`src/rtl/cobs_enc_pkg.sv`:
```
package cobs_enc_pkg;
    localparam int BYTE_W = 8;

    typedef enum logic [1:0] {
        PH_FILL  = 2'd0,
        PH_CODE  = 2'd1,
        PH_DATA  = 2'd2,
        PH_DELIM = 2'd3
    } phase_e;
endpackage

```
`src/rtl/cobs_group_buf.sv`:
```
module cobs_group_buf #(
    parameter int DEPTH = 254,
    parameter int AW    = 8,
    parameter int W     = 8
) (
    input  logic          clk,
    input  logic          wr_en,
    input  logic [AW-1:0] wr_addr,
    input  logic [W-1:0]  wr_data,
    input  logic [AW-1:0] rd_addr,
    output logic [W-1:0]  rd_data
);
    logic [W-1:0] mem [DEPTH];

    always_ff @(posedge clk) begin
        if (wr_en) begin
            mem[wr_addr] <= wr_data;
        end
    end

    assign rd_data = mem[rd_addr];
endmodule

```
`src/rtl/cobs_frame_encoder.sv`:
```
module cobs_frame_encoder
    import cobs_enc_pkg::*;
#(
    parameter int GROUP_MAX = 254
) (
    input  logic              clk,
    input  logic              rst,
    input  logic [BYTE_W-1:0] in_data,
    input  logic              in_valid,
    input  logic              in_last,
    output logic              in_ready,
    output logic [BYTE_W-1:0] out_data,
    output logic              out_valid,
    input  logic              out_ready
);
    localparam int CW = $clog2(GROUP_MAX + 1);
    localparam logic [CW-1:0] FULL_CNT = CW'(GROUP_MAX);

    typedef struct packed {
        phase_e        phase;
        logic [CW-1:0] wr_cnt;
        logic [CW-1:0] rd_cnt;
        logic          end_f;
        logic          tail;
    } enc_state_t;

    enc_state_t s_q, s_d;
    logic              wr_en;
    logic              grp_done;
    logic [CW-1:0]     wr_inc;
    logic [CW-1:0]     rd_inc;
    logic [BYTE_W-1:0] buf_rd;

    cobs_group_buf #(
        .DEPTH(GROUP_MAX),
        .AW   (CW),
        .W    (BYTE_W)
    ) u_buf (
        .clk    (clk),
        .wr_en  (wr_en),
        .wr_addr(s_q.wr_cnt),
        .wr_data(in_data),
        .rd_addr(s_q.rd_cnt),
        .rd_data(buf_rd)
    );

    always_comb begin
        s_d      = s_q;
        wr_en    = 1'b0;
        grp_done = 1'b0;
        wr_inc   = s_q.wr_cnt + CW'(1);
        rd_inc   = s_q.rd_cnt + CW'(1);
        case (s_q.phase)
            PH_FILL: begin
                if (in_valid) begin
                    if (in_data == '0) begin
                        s_d.phase = PH_CODE;
                        s_d.end_f = in_last;
                        s_d.tail  = in_last;
                    end else begin
                        wr_en      = 1'b1;
                        s_d.wr_cnt = wr_inc;
                        if (wr_inc == FULL_CNT || in_last) begin
                            s_d.phase = PH_CODE;
                            s_d.end_f = in_last;
                            s_d.tail  = 1'b0;
                        end
                    end
                end
            end
            PH_CODE: begin
                if (out_ready) begin
                    if (s_q.wr_cnt == '0) begin
                        grp_done = 1'b1;
                    end else begin
                        s_d.phase  = PH_DATA;
                        s_d.rd_cnt = '0;
                    end
                end
            end
            PH_DATA: begin
                if (out_ready) begin
                    s_d.rd_cnt = rd_inc;
                    if (rd_inc == s_q.wr_cnt) begin
                        grp_done = 1'b1;
                    end
                end
            end
            PH_DELIM: begin
                if (out_ready) begin
                    s_d.phase  = PH_FILL;
                    s_d.end_f  = 1'b0;
                    s_d.wr_cnt = '0;
                end
            end
            default: s_d.phase = PH_FILL;
        endcase

        if (grp_done) begin
            s_d.rd_cnt = '0;
            if (s_q.tail) begin
                s_d.phase  = PH_CODE;
                s_d.wr_cnt = '0;
                s_d.tail   = 1'b0;
            end else if (s_q.end_f) begin
                s_d.phase = PH_DELIM;
            end else begin
                s_d.phase  = PH_FILL;
                s_d.wr_cnt = '0;
            end
        end
    end

    always_ff @(posedge clk) begin
        if (rst) begin
            s_q <= '{phase: PH_FILL, wr_cnt: '0, rd_cnt: '0, end_f: 1'b0, tail: 1'b0};
        end else begin
            s_q <= s_d;
        end
    end

    always_comb begin
        in_ready  = (s_q.phase == PH_FILL);
        out_valid = (s_q.phase != PH_FILL);
        case (s_q.phase)
            PH_CODE:  out_data = BYTE_W'(s_q.wr_cnt) + BYTE_W'(1);
            PH_DATA:  out_data = buf_rd;
            default:  out_data = '0;
        endcase
    end

    // Stall keeps the offered byte
    assert_hold_R7: assert property (@(posedge clk) disable iff (rst)
        (out_valid && !out_ready) |=> (out_valid && $stable(out_data)));

    // An accepted zero closes the group and stalls the input
    assert_zero_closes_R2: assert property (@(posedge clk) disable iff (rst)
        (in_valid && in_ready && in_data == '0) |=> (out_valid && !in_ready));

    // A group never collects more than the full count while filling
    assert_fill_bound_R3: assert property (@(posedge clk) disable iff (rst)
        in_ready |-> (s_q.wr_cnt < FULL_CNT));

    // A zero on the output is only ever the delimiter
    assert_zero_only_delim_R5: assert property (@(posedge clk) disable iff (rst)
        (out_valid && out_data == '0) |-> (s_q.phase == PH_DELIM));

    // After the delimiter is taken the block accepts input again
    assert_delim_reopens_R5: assert property (@(posedge clk) disable iff (rst)
        (out_valid && out_ready && out_data == '0) |=> (in_ready && !out_valid));
endmodule

```
`config.mk`:
```
export PLATFORM = sky130hd
export DESIGN_NAME = cobs_frame_encoder
export DESIGN_NICKNAME = d
export VERILOG_FILES = /design/src/rtl/cobs_enc_pkg.sv /design/src/rtl/cobs_group_buf.sv /design/src/rtl/cobs_frame_encoder.sv
export SDC_FILE = /design/constraint.sdc
export NUM_CORES = 2
export LEC_CHECK = 0
export ABC_CLOCK_PERIOD_IN_PS = 7300
export BUFFER_PORTS_ARGS = -buffer_cell sky130_fd_sc_hd__buf_2
export CAP_MARGIN = 10
export CORE_MARGIN = 8
export CORE_UTILIZATION = 47
export DETAILED_ROUTE_END_ITERATION = 10
export GPL_ROUTABILITY_DRIVEN = 0
export HOLD_SLACK_MARGIN = 0.06
export PLACE_DENSITY = 0.71
export SYNTH_ARGS = -nofsm -noshare
export SYNTH_HDL_FRONTEND = slang
export SYNTH_HIERARCHICAL = 1
export SYNTH_SLANG_ARGS = --single-unit
export TNS_END_PERCENT = 100
```
`constraint.sdc`:
```
create_clock -name clk -period 7.3 [get_ports clk]
set_input_delay 1.095 -clock clk [delete_from_list [all_inputs] [get_ports clk]]
set_output_delay 1.095 -clock clk [all_outputs]
set_load 0.005 [all_outputs]
```
==> flow_metrics.tcl <==
set metrics [dict create \
    p_sw_share_pct 22.57 \
    fin_util_pct 52.49 \
    number_of_i_o_pins 23 \
    synth_top_area_share_pct 75.00 \
    cts_hold_buf 0 \
    grt.total_usage_pct 22.22 \
    filler_cell_count_in_the_final_layout 12970 \
    placementRows 152 \
    cts_repair_resize_count 0 \
    final.period_utilization_pct 93.54 \
    timing.clock.skew_ps 83.60 \
    synth_flop_cell "edfxtp_1" \
    detail_route.drc_violations 0 \
    cp_slowest_cell "nor2_1" \
    num-nets-final 4007 \
    detailed_place_hpwl_um 129100 \
    netlist_top_cells_count "2032 x edfxtp_1, 490 x mux4_2, 299 x nor2_1" \
    post_cts.repair.setup_buffers 0 \
    clkTransAtPathRegs_ps 60 \
    drv_slew 0 \
    total_leakage_power_nw 26.92 \
    i_o_buffers 22 \
    drt-wirelength-per-cell_um 32.68 \
    vdd_ir_drop_max_mv 0.2177 \
    intPower_mw 19.35 \
    run_status "finished, final reports clean" \
    fmax_ghz 0.1465 \
    worst_hold_path_type "reg -> reg" \
    netlist_area_um2 81360 \
    netlist.top_cell.by_area "edfxtp_1" \
    clock_path_buffers 3 \
    drt-total-wl_um 211000 \
    ys_seq_elements 2052 \
    netlist_top_cells_area "edfxtp_1 75%, mux4_2 14%, nor2_1 1.4%" \
    cp_num_buf_inv 2 \
    grt_setup_unrepaired "no" \
    worstSetupStartpointType "flip-flop" \
    synth.yosys.warnings 6 \
    insertion_delay_ps 860 \
    post-place-cells 6098 \
    drt-initial-drc-count 6146 \
    p_total_mw 24.99 \
    crit_path_frequent_cell "a211oi_1" \
    worstSetupEndpointType "output pin" \
    synth_top_family_by_area "multiplexers" \
    share_seq_of_total_power_pct 52.2 \
    drive_above_1_share_pct 23.20 \
    grt_start_max_net_pins 120 \
    period_minus_slack_ps 6828 \
    hold_violations 0 \
    clock_power_share_pct 39.9 \
    synth_edf_count 2032 \
    synth_fp_nets 3919 \
    firstDrtPassIters 8 \
    fraction_of_the_mapped_netlist_area_in_compound_gates_pct 2.677 \
    cp_cell_sequence "inv_2 -> nor2_1 -> a31oi_1 -> o31ai_1 -> a211oi_1 -> or4_1 -> a211oi_1 -> a22oi_1 -> nor2b_1 -> buf_2" \
    setup-tns-final_ps 0 \
    fp.dieW_um 432.1 \
    synthesis.instances 3898 \
    synth.area.mux_share_pct 15.98 \
    async_reset_ff_share_pct 0 \
    synth.avg_cell_area_um2 20.87 \
    fp.dieH_um 432.1 \
    antenna_found_initial 3 \
    power.switching_mw 5.641 \
    power.combinational.fraction_pct 8.0 \
    synth.yosys.seq_area_share_pct 75.49 \
    number_of_different_library_cells_in_the_post_synthesis_netlist 82 \
    synth_adder_area_share_pct 0.1230 \
    design.core.area_um2 171700 \
    drt.antenna.violating_nets 0 \
    cts_htree_levels 4 \
    cp_max_fo 46 \
    initial_core_utilization_pct 47.38 \
    synth_xor_area_share_pct 0.1707 \
    floorplan.die_area_um2 186700 \
    final_cells 6456 \
    setup_viol_count_final 0 \
    number_of_cts_inserted_buffers 196 \
    post_synth_and_or_nand_nor_area_fraction_pct 3.529 \
    crit_family "simple AND/OR/NAND/NOR gates" \
    critPathArrivalTime_ps 5730 \
    worst_path_largest_cell_delay_ps 1130 \
    max_cap_viol_count 0 \
    cts_tree "yes" \
    cp.required_ps 6200 \
    worst_slew_pin_slew_ps 1298 \
    grt_remaining_overflow 0 \
    grt_pass1_wl_um 300300 \
    relative_area_change_from_synthesis_to_final_layout_pct 10.80 \
    power.density_nw_per_um2 277.3 \
    cts_root_buf "clkbuf_16" \
    synth_most_common_cell "edfxtp_1" \
    cts_sinks 2052 \
    max-slew-margin-rel_pct 13.25 \
    worst-setup-path-type "reg -> out" \
    grt_pass1_vias 40410 \
    routed-via-count 41390 \
    post_drt_via_cell_ratio 6.410 \
]
## logic make-up (layout without fill, tap and decap cells)
family	count (synthesis)	count (layout)
multiplexers	632	632
flip-flops	2052	2052
AO/OA/AOI/OAI	297	297
other	0	3
buffers and inverters	255	500
AND/OR/NAND/NOR	639	639
XOR/XNOR	15	15
adder cells (fa/ha/maj)	8	8
## sequential cells by signal, summed over array words and instances (netlist names)
signal     flops
s_q           20
u_buf/mem   2032
## cells in the final DEF, fill, tap and decap left out, types with 8 or more instances in the layout
master and count:
a211oi_1 28, a21oi_1 52, a221oi_1 8, a22o_1 12, a22oi_1 40, a31oi_1 18, a32oi_1 8, and2_1 10
buf_12 13, buf_2 14, buf_4 93, bufinv_16 16, clkbuf_1 40, clkbuf_16 198, clkbuf_8 8, clkinv_1 41
clkinv_2 38, clkinvlp_4 9, dfxtp_1 14, edfxtp_1 2032, ha_1 8, inv_1 13, mux2_2 22, mux2i_1 88
mux4_1 32, mux4_2 490, nand2_1 137, nand2b_1 11, nand3_1 54, nand4_1 16, nor2_1 296, nor2_2 8
nor2b_1 36, nor3_1 27, o21ai_0 27, o221ai_1 11, o22ai_1 23, xor2_1 9
## power by group through the flow
stage / clock (mW) / combinational [mW] / sequential [mW]
after CTS: 10.1 / 1.98 / 13.0
after global routing: 10.5 / 2.08 / 13.0
after global placement: 0 / 1.95 / 13.3
final: 9.96 / 1.99 / 13.0
after detailed placement: 0 / 1.97 / 13.3
after floorplan: 0 / 1.35 / 13.2
## through the flow
step                      setup slack (ps)  hold slack, ps  area, um2
after CTS                            564.7           468.2      90140
after floorplan                       3358           455.6      81360
final                                471.8           505.6      90150
after global placement                1164           490.3      83840
after detailed placement              1493           499.0      83850
after global routing                 471.1           502.6      90140
## layer usage
metal / track usage (%) / vias up / wire [um]
met5: 0 / - / 0
met4: 9.158 / 0 / 9975
met3: 5.989 / 515 / 25830
met2: 33.78 / 2767 / 96750
met1: 30.68 / 21710 / 78420
li1: - / 16390 / -
## layout make-up
type,count,area [um2],share of cell area [%]
timing repair buffer,129,1149,1.274
antenna,3,7.507,0.008328
clock buffer,238,5105,5.663
clock inverter,117,1185,1.314
inverter,16,62.56,0.06940
tap,2310,2890,3.206
multi-input combinational,1591,18310,20.31
sequential,2052,61440,68.15
## path summary, 6_finish.rpt
check        cells after the start            startpoint  slack, ps                    endpoint
max                             10   s_q[6]$_SDFFE_PP0P_        470                 out_data[4]
min                              1     s_q[0]$_SDFF_PP0_        510           s_q[0]$_SDFF_PP0_
max reg2reg                      8  s_q[18]$_SDFFE_PP0P_       3110  u_buf/mem[86][4]$_DFFE_PP_
min reg2reg                      1     s_q[0]$_SDFF_PP0_        510           s_q[0]$_SDFF_PP0_
Note: power is estimated with default switching activity, not from simulation.
